### config.mk
export PLATFORM = sky130hd
export DESIGN_NAME = ledChainDriver
export DESIGN_NICKNAME = d
export VERILOG_FILES = /design/src/rtl/ledChainPkg.sv /design/src/rtl/ledChainCtrl.sv /design/src/rtl/ledChainPdm.sv /design/src/rtl/ledChainData.sv /design/src/rtl/ledChainDriver.sv
export SDC_FILE = /design/constraint.sdc
export NUM_CORES = 1
export LEC_CHECK = 0
export BUFFER_PORTS_ARGS = -buffer_cell sky130_fd_sc_hd__clkbuf_2
export CAP_MARGIN = 40
export CELL_PAD_IN_SITES_DETAIL_PLACEMENT = 1
export CELL_PAD_IN_SITES_GLOBAL_PLACEMENT = 2
export CORE_MARGIN = 8
export CORE_UTILIZATION = 47
export DETAILED_ROUTE_END_ITERATION = 16
export GPL_TIMING_DRIVEN = 1
export PLACE_DENSITY_LB_ADDON = 0.3
export SETUP_SLACK_MARGIN = 0.05
export SLEW_MARGIN = 10
export SYNTH_ARGS = -nofsm -noshare
export SYNTH_HDL_FRONTEND = slang
export SYNTH_HIERARCHICAL = 1
export SYNTH_SLANG_ARGS = --single-unit
### constraint.sdc
create_clock -name clk -period 5.2 [get_ports clk]
set_input_delay 0.78 -clock clk [delete_from_list [all_inputs] [get_ports clk]]
set_output_delay 0.78 -clock clk [all_outputs]
set_load 0.01 [all_outputs]
### src/rtl/ledChainPkg.sv
package ledChainPkg;

  // Strobes issued by the control unit to the datapath each clock.
  typedef struct packed {
    logic shift;     // take one serial bit
    logic loadGray;  // commit shift register to grayscale
    logic loadCfg;   // commit low bits to configuration
    logic wrap;      // last count of a PWM period
  } ctrlStrobes_t;

endpackage

### src/rtl/ledChainCtrl.sv
module ledChainCtrl
  import ledChainPkg::*;
#(
  parameter int GRAY_BITS = 12
) (
  input  logic                 clk,
  input  logic                 rstN,
  input  logic                 shiftEn,
  input  logic                 latchIn,
  input  logic                 cfgSel,
  output ctrlStrobes_t         strobes,
  output logic [GRAY_BITS-1:0] pwmCount,
  output logic                 shiftEnOut,
  output logic                 latchOut,
  output logic                 cfgSelOut
);

  localparam logic [GRAY_BITS-1:0] COUNT_MAX = '1;

  logic latchPrev;
  logic latchRise;

  always_ff @(posedge clk or negedge rstN) begin
    if (!rstN) begin
      latchPrev  <= 1'b0;
      pwmCount   <= '0;
      shiftEnOut <= 1'b0;
      latchOut   <= 1'b0;
      cfgSelOut  <= 1'b0;
    end else begin
      latchPrev  <= latchIn;
      pwmCount   <= pwmCount + 1'b1;
      shiftEnOut <= shiftEn;
      latchOut   <= latchIn;
      cfgSelOut  <= cfgSel;
    end
  end

  always_comb begin
    latchRise        = latchIn & ~latchPrev;
    strobes.shift    = shiftEn;
    strobes.loadGray = latchRise & ~cfgSel;
    strobes.loadCfg  = latchRise & cfgSel;
    strobes.wrap     = (pwmCount == COUNT_MAX);
  end

  assert_wrap_restart_R6: assert property (@(posedge clk) disable iff (!rstN)
    strobes.wrap |=> (pwmCount == '0))
    else $error("PWM counter did not restart after its last count");

  assert_load_pulse_R4: assert property (@(posedge clk) disable iff (!rstN)
    (strobes.loadGray || strobes.loadCfg) |=> !(strobes.loadGray || strobes.loadCfg))
    else $error("load strobe lasted more than one clock");

  assert_fwd_latch_R2: assert property (@(posedge clk) disable iff (!rstN)
    latchIn |=> latchOut)
    else $error("latch not forwarded");

endmodule

### src/rtl/ledChainPdm.sv
module ledChainPdm #(
  parameter int PDM_BITS = 7
) (
  input  logic                clk,
  input  logic                rstN,
  input  logic                wrap,
  input  logic [PDM_BITS-1:0] level,
  output logic                gate
);

  logic [PDM_BITS-1:0] acc;
  logic [PDM_BITS-1:0] levelAct;
  logic [PDM_BITS:0]   sum;

  always_comb begin
    sum  = {1'b0, acc} + {1'b0, levelAct};
    gate = sum[PDM_BITS];
  end

  // Level and accumulator change only at a period boundary.
  always_ff @(posedge clk or negedge rstN) begin
    if (!rstN) begin
      acc      <= '1;
      levelAct <= '1;
    end else if (wrap) begin
      acc      <= sum[PDM_BITS-1:0];
      levelAct <= level;
    end
  end

  assert_acc_hold_R7: assert property (@(posedge clk) disable iff (!rstN)
    !wrap |=> $stable(acc))
    else $error("dither accumulator moved inside a period");

  assert_level_hold_R7: assert property (@(posedge clk) disable iff (!rstN)
    !wrap |=> $stable(levelAct))
    else $error("brightness changed inside a period");

endmodule

### src/rtl/ledChainData.sv
module ledChainData
  import ledChainPkg::*;
#(
  parameter int PORTS     = 24,
  parameter int GRAY_BITS = 12,
  parameter int PDM_BITS  = 7,
  parameter int CUR_BITS  = 8,
  parameter int GROUPS    = 3
) (
  input  logic                             clk,
  input  logic                             rstN,
  input  ctrlStrobes_t                     strobes,
  input  logic                             serIn,
  input  logic [GRAY_BITS-1:0]             pwmCount,
  input  logic                             pdmGate,
  output logic                             serOut,
  output logic [PORTS-1:0]                 ledOn,
  output logic [PDM_BITS-1:0]              pdmLevel,
  output logic [GROUPS-1:0][CUR_BITS-1:0]  currents
);

  localparam int SHIFT_LEN = PORTS * GRAY_BITS;
  localparam int PDM_FIELD = ((PDM_BITS + 7) / 8) * 8;
  localparam logic [CUR_BITS-1:0] CUR_RESET = CUR_BITS'(1) << (CUR_BITS - 1);

  logic [SHIFT_LEN-1:0]              shiftReg;
  logic [PORTS-1:0][GRAY_BITS-1:0]   grayReg;
  logic [PORTS-1:0]                  litNext;

  // Serial path: one bit per strobe, oldest bit forwarded.
  always_ff @(posedge clk or negedge rstN) begin
    if (!rstN) begin
      shiftReg <= '0;
      serOut   <= 1'b0;
    end else if (strobes.shift) begin
      shiftReg <= {shiftReg[SHIFT_LEN-2:0], serIn};
      serOut   <= shiftReg[SHIFT_LEN-1];
    end
  end

  // Grayscale commit: whole frame at once.
  always_ff @(posedge clk or negedge rstN) begin
    if (!rstN) begin
      grayReg <= '0;
    end else if (strobes.loadGray) begin
      grayReg <= shiftReg;
    end
  end

  // Configuration commit: brightness plus one current code per colour.
  always_ff @(posedge clk or negedge rstN) begin
    if (!rstN) begin
      pdmLevel <= '1;
      for (int g = 0; g < GROUPS; g++) currents[g] <= CUR_RESET;
    end else if (strobes.loadCfg) begin
      pdmLevel <= shiftReg[PDM_BITS-1:0];
      for (int g = 0; g < GROUPS; g++)
        currents[g] <= shiftReg[PDM_FIELD + g*CUR_BITS +: CUR_BITS];
    end
  end

  for (genvar p = 0; p < PORTS; p++) begin : g_port
    assign litNext[p] = (pwmCount < grayReg[p]);

    assert_zero_dark_R6: assert property (@(posedge clk) disable iff (!rstN)
      (grayReg[p] == '0) |=> !ledOn[p])
      else $error("channel lit with a zero value");
  end

  always_ff @(posedge clk or negedge rstN) begin
    if (!rstN) ledOn <= '0;
    else       ledOn <= litNext & {PORTS{pdmGate}};
  end

  assert_gray_stable_R4: assert property (@(posedge clk) disable iff (!rstN)
    !strobes.loadGray |=> $stable(grayReg))
    else $error("grayscale changed without a load");

  assert_cfg_stable_R5: assert property (@(posedge clk) disable iff (!rstN)
    !strobes.loadCfg |=> ($stable(pdmLevel) && $stable(currents)))
    else $error("configuration changed without a load");

  assert_serout_hold_R2: assert property (@(posedge clk) disable iff (!rstN)
    !strobes.shift |=> $stable(serOut))
    else $error("serial output moved without a strobe");

endmodule

### src/rtl/ledChainDriver.sv
module ledChainDriver
  import ledChainPkg::*;
#(
  parameter int PORTS     = 24,
  parameter int GRAY_BITS = 12,
  parameter int PDM_BITS  = 7,
  parameter int CUR_BITS  = 8
) (
  input  logic                clk,
  input  logic                rstN,
  input  logic                shiftEn,
  input  logic                serIn,
  input  logic                latchIn,
  input  logic                cfgSel,
  output logic                serOut,
  output logic                shiftEnOut,
  output logic                latchOut,
  output logic                cfgSelOut,
  output logic [PORTS-1:0]    ledOn,
  output logic [CUR_BITS-1:0] redCurrent,
  output logic [CUR_BITS-1:0] greenCurrent,
  output logic [CUR_BITS-1:0] blueCurrent
);

  localparam int GROUPS = 3;

  ctrlStrobes_t                    strobes;
  logic [GRAY_BITS-1:0]            pwmCount;
  logic [PDM_BITS-1:0]             pdmLevel;
  logic                            pdmGate;
  logic [GROUPS-1:0][CUR_BITS-1:0] currents;

  ledChainCtrl #(.GRAY_BITS(GRAY_BITS)) ctrl (
    .clk(clk), .rstN(rstN), .shiftEn(shiftEn), .latchIn(latchIn), .cfgSel(cfgSel),
    .strobes(strobes), .pwmCount(pwmCount),
    .shiftEnOut(shiftEnOut), .latchOut(latchOut), .cfgSelOut(cfgSelOut)
  );

  ledChainData #(
    .PORTS(PORTS), .GRAY_BITS(GRAY_BITS), .PDM_BITS(PDM_BITS),
    .CUR_BITS(CUR_BITS), .GROUPS(GROUPS)
  ) data (
    .clk(clk), .rstN(rstN), .strobes(strobes), .serIn(serIn),
    .pwmCount(pwmCount), .pdmGate(pdmGate), .serOut(serOut),
    .ledOn(ledOn), .pdmLevel(pdmLevel), .currents(currents)
  );

  ledChainPdm #(.PDM_BITS(PDM_BITS)) pdm (
    .clk(clk), .rstN(rstN), .wrap(strobes.wrap), .level(pdmLevel), .gate(pdmGate)
  );

  assign redCurrent   = currents[0];
  assign greenCurrent = currents[1];
  assign blueCurrent  = currents[2];

endmodule

# [Yosys cells after proc, flatten, opt, wreduce, memory -nomap -nowiden]
# Cells that the tools add are included.
[op_classes] n_bitwise=6 n_eq_ne=1 add_sub_neg=2 magnitude_cmp=24
[op_table] op="$lt 12x12->1" n=24
[op_table] op="$and 24x24->24" n=1
[op_table] op="$add 12x1->12 const B" n=1
[op_table] op="$eq 12x12->1 const B" n=1
[op_table] op="$add 7x7->8" n=1
[op_table] op="$and 1x1->1" n=3
[op_table] op="$not 1->1" n=2
[totals] wordCells=70 input_bits=6 output_inout_bits=52 register_bits=661

# [Logic depth before layout (Yosys ltp)]
# Gate-level depths: netlist of the first run.
[logic_depth] word_depth=3 ltp_mapped=9 depth_no_buf=8

# [Modules after synthesis]
# The synthesis of the first run kept the hierarchy.
[modules_own_cells] module="ledChainData" cells_per_inst=2523 area_per_inst_um2=29240.5 n_inst=1
[modules_own_cells] module="ledChainPdm" cells_per_inst=74 area_per_inst_um2=834.6 n_inst=1
[modules_own_cells] module="ledChainCtrl" cells_per_inst=50 area_per_inst_um2=645.6 n_inst=1

# [Least setup slack after synthesis of the first run]
# No wires, ideal clock.
[synth_timing] path_kind="register to register" start="register ctrl.pwmCount[1]" end="register pdm.acc[0]" setup_time_ps=82 required_time_ps=5118 t_arrival_ps=2187 stages_incl_launch_ff=6 path_slack_ps=2931 path_cell_list="dfrtp_1 > ha_1 > nand3_2 > nor4_1 > buf_2 > mux2_2"
[synth_lines] element="start: declaration" line_no="ledChainCtrl.sv:12" rtl="output logic [GRAY_BITS-1:0] pwmCount,"
[synth_lines] element="start signal: assignment" line_no="ledChainCtrl.sv:32" rtl="pwmCount <= pwmCount + 1'b1;"
[synth_lines] element="end signal: assignment" line_no="ledChainPdm.sv:26" rtl="acc <= sum[PDM_BITS-1:0];"
[synth_lines] element="end: declaration" line_no="ledChainPdm.sv:11" rtl="logic [PDM_BITS-1:0] acc;"

# [Worst setup path in the final report of the first run]
[layout_timing] start="register pdm.acc[2]" end="register data.ledOn[4]"
[layout_between] elab_chain_cells=2
[layout_lines] element="$add 7x7->8" line_no="ledChainPdm.sv:16" rtl="sum = {1'b0, acc} + {1'b0, levelAct};"
[layout_lines] element="via pdmGate" line_no="ledChainDriver.sv:30" rtl="logic pdmGate;"
[layout_lines] element="$and 24x24->24" line_no="ledChainData.sv:72" rtl="else ledOn <= litNext & {PORTS{pdmGate}};"
[layout_lines] element="end signal: assignment" line_no="ledChainData.sv:72"
[layout_lines] element="end: declaration" line_no="ledChainData.sv:17" rtl="output logic [PORTS-1:0] ledOn,"
# The timed path passes the listed nets, and every way through them passes these cells.
# A chain may end at the register's enable or synchronous reset.

==> results of run 1 <==
==> how the worst max path moves through the flow <==
| stage | depth (start not counted) | slack, ns | startpoint | endpoint |
|---|---|---|---|---|
| 2_1_floorplan | 5 | 2.93 | ctrl/pwmCount[1] | pdm/acc[0] |
| 3_3_place_gp | 10 | 2.31 | pdm/acc[2] | data/ledOn[13] |
| 3_5_place_dp | 10 | 2.23 | pdm/acc[2] | data/ledOn[13] |
| 4_1_cts | 9 | 2.13 | pdm/acc[2] | data/ledOn[4] |
| 5_1_grt | 9 | 2.02 | pdm/acc[2] | data/ledOn[4] |
| 6_report | 9 | 2.15 | pdm/acc[2] | data/ledOn[4] |
==> worst max-delay path: cells and delay by family (launching register included) <==
| family | cells | cell delay (ns) |
|---|---|---|
| AOI/OAI and AO/OA | 4 | 1.26 |
| buffers and inverters | 2 | 0.62 |
| DFF | 1 | 0.53 |
| adders and majority gates | 1 | 0.24 |
| and+or+nand+nor | 2 | 0.22 |
==> cells by family (layout without fill, tap and decap cells) <==
family	after synthesis	in the layout
multiplexers	354	354
buffers and inverters	374	503
AND/OR/NAND/NOR	497	497
XOR/XNOR	11	11
flip-flops	661	661
adder cells (fa/ha/maj)	273	273
AO/OA/AOI/OAI	477	477
==> metrics by stage <==
step	power, mW	utilization (%)	cell area [um2]
floorplan	6.124	-	30720
global placement	6.441	49.65	32070
detailed placement	6.500	49.79	32160
CTS	11.91	53.67	34660
global route	12.23	53.67	34660
finish	11.72	53.67	34660
==> final cells by class <==
type	count	area, um2
flip-flops and latches	661	16580
well taps	855	1070
clock inverters	16	212.7
fillers	6740	29920
inverters	271	1017
repair buffers	98	804.5
multi-input cells	1612	12680
clock buffers	118	2293
==> power breakdown <==
part / internal, mW / switching [mW] / leakage [nW]
combinational: 0.337 / 0.437 / 6.36
sequential: 5.43 / 0.178 / 9.01
clock: 3.27 / 2.07 / 1.24
total: 9.04 / 2.68 / 16.6
==> layer usage <==
metal | part of all wire [%] | wire [um]
met5 | 0 | 0
met4 | 2.8 | 1987
met3 | 2.8 | 1983
met2 | 50 | 35290
met1 | 44 | 30830
==> sequential cells by signal (all words and copies together), names as in the netlist <==
signal	flops
data/shiftReg	288
ctrl/latchPrev	1
data/grayReg	288
ctrl/pwmCount	12
data/ledOn	24
pdm/levelAct	7
ctrl/cfgSelOut	1
data/pdmLevel	7
data/serOut	1
pdm/acc	7
data/currents	24
ctrl/shiftEnOut	1
==> synthesized netlist by cell type, drive strengths merged (10+ instances only) <==
library cell  count  share of area [%]
a2111oi          14               0.60
a21o             42                1.0
a21oi            66                1.1
a221o            11               0.36
a221oi           11               0.31
a31oi            11               0.22
and2             11               0.22
and3             11               0.22
and4             16               0.46
buf              58               0.96
clkbuf           45               0.55
dfrtp           637                 52
dfstp            24                2.1
ha              272                 11
inv             271                3.3
mux2            353                 13
nand2           300                3.7
nand2b           44               0.99
nand3            29               0.55
nand4            23               0.49
nor2             21               0.26
nor4             10               0.20
o21ai           308                5.0
==> flow_metrics.py, run 1 <==
metrics = {
    "synth": {
        "synth_mux_area_share_pct": 12.97,
        "yosys.area_share.adder_pct": 11.14,
        "synth.avg_cell_area_um2": 11.61,
        "synth-simple-area-share_pct": 7.828,
        "synthCells": 2647,
        "synth_compound_gate_area_share_pct": 8.985,
        "synth-edff-count": 0,
        "post_synth_instance_area_um2": 30720,
        "ffs_latches_synth": 661,
        "postSynth.asyncResetShare_pct": 100.0,
        "synthXorXnorAreaFrac_pct": 0.3136,
        "netlist-cell-type-count": 54,
        "synth_fp_nets": 2926,
        "synth-warning-count": 6,
        "synth.yosys.seq_area_share_pct": 53.94,
        "synthFlopType": "dfrtp_1",
        "main_combinational_cell_family_by_area_after_synthesis": "multiplexers",
    },
    "floorplan": {
        "die_area_um2": 73800,
        "placementRows": 93,
        "core_um2": 64580,
        "ioPinCount": 58,
        "die_height_um": 271.7,
        "initial_core_util_pct": 47.57,
        "die_w_um": 271.7,
    },
    "setup_path": {
        "startpoint_type": "flip-flop",
        "reg2reg_depth": 9,
        "cp_slowest_stage_delay_ns": 0.53,
        "worstReg2RegEnd": "data/ledOn[4]",
        "worst-r2r-setup-slack_ns": 2.15,
        "launch_point_of_the_worst_reg_to_reg_path": "pdm/acc[2]",
        "crit_path_top_delay_cell": "dfstp_2",
        "critPathRequiredTime_ns": 5.62,
        "cpMostUsedCell": "buf_4",
        "worst-setup-path-type": "flip-flop to flip-flop",
        "setup.worst_path.end_class": "flip-flop",
        "timing.critical_path.cells": "ha_1, o21ai_0, nor2_1, o21a_1, o22a_1, buf_4, buf_4, nand2b_1, a2111oi_1",
        "crit_fanout": 12,
        "timing.critical_path.arrival_ns": 3.46,
    },
    "clock_tree": {
        "cts_root_buf": "clkbuf_16",
        "cts_resized": 0,
        "cts.repair_timing.setup_buffer_count": 0,
        "htree_levels": 3,
        "cts_hold_buffers": 0,
        "clk_path_buf_depth": 3,
        "clkLatencyLatePin_ns": 0.59,
        "tritoncts": "yes",
        "cts.clk_slew.worst_paths_ns": 0.06,
        "clock_sinks": 661,
        "inserted_clock_buffers": 74,
    },
    "sta": {
        "final_tns_setup_ns": 0,
        "layout_worst_path_cycle_share_pct": 58.57,
        "fmax_ghz": 0.3283,
        "fin_hold_ws_ns": 0.2420,
        "clock-skew-final_ns": 0.01243,
        "slew_violations": 0,
        "postLayoutSetupSlackWorst_ns": 2.154,
        "finalHoldViolCount": 0,
        "finalWorstPathRequiredPeriod_ns": 3.046,
        "worst-slew-pin-transition_ns": 0.9793,
        "slew_headroom_pct": 34.71,
        "finalSetupViolCount": 0,
        "rsz0062_at_grt": "no",
    },
    "placed_design": {
        "place.port_buffers": 57,
        "globalplace.congestion": 0.7677,
        "placed_cells": 3497,
        "pre_cts_slack_ns": 2.227,
        "place_hpwl_mm": 43.80,
    },
    "route": {
        "detailroute.via_count": 19670,
        "routed_wire_length_mm": 70.10,
        "route.detailed.vias_per_inst": 5.417,
        "detail_route.first_pass.iterations": 4,
        "drc_errors": 0,
        "initialDrtViolationCount": 847,
        "ant_nets": 0,
        "wl_per_cell_um": 19.31,
    },
    "layout": {
        "antenna-diode-count": 0,
        "finish.cell_count_without_fillers": 3631,
        "most-common-layout-cells": "dfrtp_1 (626), mux2_2 (353), o21ai_0 (304)",
        "finish.net_count": 2997,
        "area_growth_syn_to_layout_pct": 12.83,
        "layout-drive-gt1-share_pct": 22.48,
        "layout.cells.most_common": "dfrtp_1",
    },
    "worst_hold_path": {
        "hp-class": "input port to asynchronous set/reset pin",
    },
    "power_and_ir_drop": {
        "power.ir.vdd_worst_mv": 0.1739,
        "power.static_leakage_nw": 16.61,
        "p_per_area_nw_per_um2": 338.1,
    },
    "global_route": {
        "grt_util_met2_pct": 34.38,
        "global_route.peak_usage_layer": "met2",
        "vias_in_the_first_global_route": 22070,
        "grt_start_max_net_pins": 125,
        "grt_antenna_before_repair": 0,
        "global_route.usage.met3_pct": 2.585,
        "global_routing_usage_summed_across_all_routing_layers_pct": 19.54,
        "grt_util_met1_pct": 24.74,
        "first_pass_grt_wire_length_mm": 118.1,
        "grt-ovfl-total": 0,
    },
    "run_status": {
        "status": "completed",
    },
    "run": {
        "drv.max_cap_violation_count": 0,
    },
}
Power figures use the tool's default switching activity.
==> run 2, diff against run 1 <==
CORE_UTILIZATION = 44   (was 47)
clock period = 3.2 ns   (was 5.2 ns; I/O delays follow)
==> flow_metrics.py, run 2 (synthesis results as in run 1) <==
metrics = {
    "layout": {
        "layout-drive-gt1-share_pct": 23.22,
        "area_growth_syn_to_layout_pct": 14.31,
        "most-common-layout-cells": "dfrtp_1 (626), mux2_2 (353), o21ai_0 (304)",
        "fill_cells": 7251,
        "multi_input_gate_area_um2": 12680,
        "seq_area_um2": 16580,
        "layout.cells.most_common": "dfrtp_1",
        "finish.net_count": 3016,
        "top_regs": "data/grayReg: 288 flops, data/shiftReg: 288 flops",
        "final_cell_area_um2": 35120,
        "antenna-diode-count": 0,
    },
    "setup_path": {
        "worst_path_dominant_cell_family": "compound AO/OA/AOI/OAI gates",
        "critical_path.n_buffers_inverters": 1,
        "critPathRequiredTime_ns": 3.70,
        "worst-r2r-setup-slack_ns": 0.74,
        "setup.worst_path.end_class": "flip-flop",
        "timing.critical_path.cells": "ha_1, o21ai_0, nor2_1, o21a_1, o22a_1, buf_4, nand2b_1, a221o_1, a221oi_1",
        "crit_fanout": 13,
        "startpoint_type": "flip-flop",
        "cp_slowest_stage_delay_ns": 0.53,
        "worst-setup-path-type": "flip-flop to flip-flop",
        "crit_path_top_delay_cell": "dfstp_2",
        "timing.critical_path.arrival_ns": 2.96,
    },
    "clock_tree": {
        "tritoncts": "yes",
        "cts_hold_buffers": 2,
        "cts_root_buf": "clkbuf_16",
        "htree_levels": 3,
        "clk_path_buf_depth": 3,
        "clkLatencyLatePin_ns": 0.61,
        "cts.repair_timing.setup_buffer_count": 0,
        "cts_resized": 0,
        "inserted_clock_buffers": 74,
        "cts.clk_slew.worst_paths_ns": 0.06,
        "clock_sinks": 661,
    },
    "route": {
        "detail_route.first_pass.iterations": 4,
        "detailroute.via_count": 19600,
        "wl_per_cell_um": 19.22,
        "route.detailed.vias_per_inst": 5.248,
        "ant_nets": 0,
        "routed_wire_length_mm": 71.77,
        "drc_errors": 0,
        "route.top_layer_used": "met4",
        "wl_met2_mm": 34.90,
        "met3RoutedLength_mm": 1.977,
        "initialDrtViolationCount": 912,
        "wl_met1_mm": 32.81,
    },
    "power_and_ir_drop": {
        "pwr-share-comb_pct": 6.6,
        "internal-power_mw": 15.09,
        "p_switching_mw": 4.443,
        "p_per_area_nw_per_um2": 556.3,
        "power.clock.fraction_pct": 46.8,
        "p_sw_share_pct": 22.74,
        "power.ir.vdd_worst_mv": 0.4201,
        "pwr-share-seq_pct": 46.7,
        "finalPower_mw": 19.54,
        "power.static_leakage_nw": 16.80,
    },
    "floorplan": {
        "die_height_um": 280.2,
        "ioPinCount": 58,
        "die_w_um": 280.2,
        "core_um2": 69540,
        "placementRows": 97,
        "die_area_um2": 78530,
        "initial_core_util_pct": 44.18,
    },
    "global_route": {
        "vias_in_the_first_global_route": 21910,
        "grt_antenna_before_repair": 1,
        "grt_start_max_net_pins": 121,
        "grt-ovfl-total": 0,
        "first_pass_grt_wire_length_mm": 119.5,
        "global_routing_usage_summed_across_all_routing_layers_pct": 18.86,
    },
    "placed_design": {
        "globalplace.congestion": 0.7686,
        "pre_cts_slack_ns": 0.7660,
        "place_hpwl_mm": 46.21,
        "dpl_cell_area_um2": 32460,
        "place.port_buffers": 57,
    },
    "run": {
        "drv.max_cap_violation_count": 0,
    },
    "sta": {
        "finalHoldViolCount": 0,
        "finalWorstPathRequiredPeriod_ns": 2.458,
        "final_tns_setup_ns": 0,
        "finalSetupViolCount": 0,
        "clock-skew-final_ns": 0.01975,
        "worst-slew-pin-transition_ns": 0.8378,
        "layout_worst_path_cycle_share_pct": 76.82,
        "slew_violations": 0,
        "slew_headroom_pct": 44.15,
        "rsz0062_at_grt": "no",
        "fmax_ghz": 0.4068,
        "postLayoutSetupSlackWorst_ns": 0.7418,
    },
    "run_status": {
        "status": "completed",
    },
    "worst_hold_path": {
        "hp-class": "input port to flip-flop",
    },
}
## run 2: cell count changes in the layout (fill, tap and decap cells not counted), sizes merged
cell         before  now
bufinv            5   11
dlygate4sd3       0    2
buf              43   60
clkbuf          173  164
clkinv            9   12
## run 2: cell type report
| type | instances | share of cell area [%] |
|---|---|---|
| repair buffers | 117 | 2.914 |
| inverters | 271 | 2.897 |
| flip-flops and latches | 661 | 47.23 |
| clock inverters | 25 | 1.162 |
| well taps | 940 | 3.349 |
| multi-input cells | 1612 | 36.11 |
| clock buffers | 109 | 6.342 |
## run 2: path summary, 6_finish.rpt
path | start | cells after the start | endpoint
min in group asynchronous | rstN | 2 | data/shiftReg[76]
max in group asynchronous | rstN | 3 | data/grayReg[146]
hold / removal | cfgSel | 1 | ctrl/cfgSelOut
setup / recovery | pdm/acc[2] | 9 | data/ledOn[0]
setup reg to reg | pdm/acc[2] | 9 | data/ledOn[0]
hold reg to reg | pdm/acc[3] | 2 | pdm/acc[3]
## run 2: worst register-to-register path: cells and delay by family (launching register included)
kind,cells,cell delay [ns]
flops,1,0.53
buf+inv,1,0.31
simple gates,2,0.25
compound gates,5,1.02
fa+ha+maj,1,0.25
## run 2: metrics by stage
step / hold WS (ns) / utilization (%) / std cells
2_1_floorplan: 0.1844 / - / 2647
3_3_place_gp: 0.4723 / 46.68 / 3599
3_5_place_dp: 0.4760 / 46.68 / 3599
4_1_cts: 0.007707 / 50.50 / 3735
5_1_grt: 0.01280 / 50.50 / 3735
6_report: 0.04366 / 50.50 / 3735
## run 2: metal layers
metal,vias up,global-route usage (%)
li1,9247,-
met1,10010,24.97
met2,212,31.76
met3,137,2.943
met4,0,5.812
met5,-,0
## run 2: power by group through the flow
stage	registers [mW]	logic (mW)	clock network, mW
2_1_floorplan	9.22	0.731	0
3_5_place_dp	9.27	1.32	0
4_1_cts	9.12	1.33	9.40
5_1_grt	9.18	1.46	9.72
3_3_place_gp	9.25	1.25	0
6_report	9.12	1.29	9.13
==> run 3, diff against run 2 <==
ABC_AREA = 1   (was default)
CORE_UTILIZATION = 40   (was 44)
clock period = 2.5 ns   (was 3.2 ns; I/O delays follow)
==> flow_metrics.py, run 3 <==
metrics = {
    "run_status": {
        "status": "completed",
    },
    "layout": {
        "seq_area_um2": 16580,
        "layout.cells.most_common": "nand2_1",
        "most-common-layout-cells": "nand2_1 (927), dfrtp_1 (627), inv_1 (547)",
        "top_regs": "data/grayReg: 288 flops, data/shiftReg: 288 flops",
        "finish.cell_count_without_fillers": 4751,
        "area_growth_syn_to_layout_pct": 12.68,
        "layout-drive-gt1-share_pct": 8.079,
        "antenna-diode-count": 0,
        "final_cell_area_um2": 35620,
        "finish.net_count": 3920,
        "multi_input_gate_area_um2": 12070,
        "finish.utilization_pct": 45.31,
        "fill_cells": 9186,
    },
    "clock_tree": {
        "cts.repair_timing.setup_buffer_count": 0,
        "cts_root_buf": "clkbuf_16",
        "tritoncts": "yes",
        "cts.clk_slew.worst_paths_ns": 0.06,
        "clock_sinks": 661,
        "clk_path_buf_depth": 3,
        "clkLatencyLatePin_ns": 0.61,
        "inserted_clock_buffers": 78,
        "htree_levels": 3,
        "cts_resized": 0,
    },
    "synth": {
        "postSynth.asyncResetShare_pct": 100.0,
        "post-synth-top-count-cell": "nand2_1",
        "post_synth_instance_area_um2": 31610,
        "synth-edff-count": 0,
        "synth_fp_nets": 3857,
        "synthCells": 3578,
        "synth.cells.most_frequent": "nand2_1 (927), dfrtp_1 (637), inv_1 (547)",
        "synth.avg_cell_area_um2": 8.835,
        "netlist.area_leader.share_pct": 50.42,
        "synth.top_cells.by_area": "dfrtp_1 (50%), nand2_1 (11%), ha_1 (11%)",
        "synth-warning-count": 6,
        "synth.yosys.seq_area_share_pct": 52.42,
        "synthFlopType": "dfrtp_1",
        "ffs_latches_synth": 661,
        "netlist-cell-type-count": 33,
        "synth_top_cell_by_area": "dfrtp_1",
    },
    "sta": {
        "slew_headroom_pct": 52.83,
        "worst-slew-pin-transition_ns": 0.7075,
        "fmax_ghz": 0.4757,
        "final_tns_setup_ns": 0,
        "rsz0062_at_grt": "no",
        "layout_worst_path_cycle_share_pct": 84.08,
        "finalSetupViolCount": 0,
        "slew_violations": 0,
        "clock-skew-final_ns": 0.01657,
        "fin_hold_ws_ns": 0.1751,
        "finalHoldViolCount": 0,
        "finalWorstPathRequiredPeriod_ns": 2.102,
        "postLayoutSetupSlackWorst_ns": 0.3980,
    },
    "worst_hold_path": {
        "whs_endpoint": "data/shiftReg[101]",
        "hp-class": "input port to flip-flop",
        "worstHoldStart": "shiftEn",
        "min_path_cells": 3,
    },
    "setup_path": {
        "crit_path_top_delay_cell": "dfstp_2",
        "startpoint_type": "flip-flop",
        "critPathRequiredTime_ns": 3.00,
        "setup.worst_path.end_class": "flip-flop",
        "worstReg2RegEnd": "data/ledOn[14]",
        "worst-setup-path-type": "flip-flop to flip-flop",
        "worst-r2r-setup-slack_ns": 0.40,
        "timing.critical_path.cells": "ha_1, a21oi_1, nand2_1, nand4_1, o211ai_1, buf_12, nand3b_1, nor2_1, nand2_1, a21oi_1",
        "cp_slowest_stage_delay_ns": 0.53,
        "reg2reg_depth": 10,
        "crit_fanout": 24,
        "timing.critical_path.arrival_ns": 2.60,
        "launch_point_of_the_worst_reg_to_reg_path": "pdm/acc[2]",
    },
    "floorplan": {
        "core_um2": 78610,
        "die_w_um": 297.1,
        "die_height_um": 297.1,
        "placementRows": 103,
        "ioPinCount": 58,
        "die_area_um2": 88280,
        "initial_core_util_pct": 40.21,
    },
    "global_route": {
        "global_routing_usage_summed_across_all_routing_layers_pct": 17.79,
        "grt-ovfl-total": 0,
        "first_pass_grt_wire_length_mm": 130.5,
        "vias_in_the_first_global_route": 25330,
        "grt_start_max_net_pins": 104,
        "grt_antenna_before_repair": 0,
    },
    "power_and_ir_drop": {
        "p_sw_share_pct": 28.05,
        "power.static_leakage_nw": 17.77,
        "power.ir.vdd_worst_mv": 0.4883,
        "pwr-share-seq_pct": 46.4,
        "finalPower_mw": 28.75,
        "p_per_area_nw_per_um2": 807.0,
        "p_switching_mw": 8.062,
        "power.clock.fraction_pct": 38.5,
        "internal-power_mw": 20.68,
        "pwr-share-comb_pct": 15.1,
    },
    "route": {
        "detail_route.first_pass.iterations": 4,
        "wl_per_cell_um": 16.15,
        "drc_errors": 0,
        "route.detailed.vias_per_inst": 4.870,
        "detailroute.via_count": 23140,
        "routed_wire_length_mm": 76.73,
        "ant_nets": 0,
        "initialDrtViolationCount": 1100,
    },
    "placed_design": {
        "dpl_cell_area_um2": 33090,
        "placed_cells": 4607,
        "globalplace.congestion": 0.7661,
        "place_hpwl_mm": 49.18,
        "pre_cts_slack_ns": 0.3980,
        "place.port_buffers": 57,
    },
    "run": {
        "drv.max_cap_violation_count": 0,
    },
}
-- run 3: cell count changes after synthesis, sizes merged, moves of 20 or more --
cell	change
a21o	-42
a21oi	+209
buf	+39
inv	+276
mux2	-328
nand2	+627
nand2b	-44
nand3b	+25
nand4	-20
nor2	+236
o21ai	+105
-- run 3: how the worst max path moves through the flow --
stage,endpoint,start,slack (ns),depth (start not counted)
2_1_floorplan,pdm/acc[1],ctrl/pwmCount[1],0.34,8
3_3_place_gp,data/ledOn[12],pdm/acc[2],0.50,10
3_5_place_dp,data/ledOn[14],pdm/acc[2],0.40,10
4_1_cts,data/ledOn[14],pdm/acc[2],0.36,10
5_1_grt,data/ledOn[14],pdm/acc[2],0.16,10
6_report,data/ledOn[14],pdm/acc[2],0.40,10
-- run 3: logic make-up after synthesis --
kind of cell / Yosys count / share of synthesized area, %
AND/OR/NAND/NOR: 1237 / 15.22
AO/OA/AOI/OAI: 690 / 10.95
buffers and inverters: 686 / 9.424
flip-flops: 661 / 52.42
adder cells (fa/ha/maj): 273 / 10.83
multiplexers: 25 / 0.9974
XOR/XNOR: 6 / 0.1662
-- run 3: per-layer routing --
metal	share of wire [%]	up-vias	track usage (%)	routed length [um]
met3	2.6	161	2.669	1985
met4	3.2	0	5.925	2462
met5	0	-	0	0
met2	48	223	30.76	37210
li1	-	11350	-	-
met1	46	11410	22.72	35070
-- run 3: worst max-delay path, delay by kind of cell (launching register included) --
kind	cells	cell delay, ns
compound gates	3	0.44
fa+ha+maj	1	0.28
buf+inv	1	0.24
flops	1	0.53
simple gates	5	0.46
-- run 3: layout make-up --
class,instances,area share (%)
well taps,1050,3.688
clock buffers,125,6.663
multi-input cells,2231,33.89
inverters,547,5.764
flip-flops and latches,661,46.55
repair buffers,122,3.098
clock inverters,15,0.3407
-- run 3: what timing repair did --
action / in CTS / in global routing
setup endpoints to repair: 0 / 0
hold endpoints to repair: 34 / 0
hold buffers: 4 / 0
-- run 3: power by group through the flow --
stage          Clock (mW)  Combinational (mW)  Sequential, mW
2_1_floorplan           0                3.11            13.3
3_3_place_gp            0                4.12            13.5
6_report             11.1                4.34            13.3
4_1_cts              11.5                4.47            13.4
3_5_place_dp            0                4.42            13.5
5_1_grt              11.8                5.21            13.6
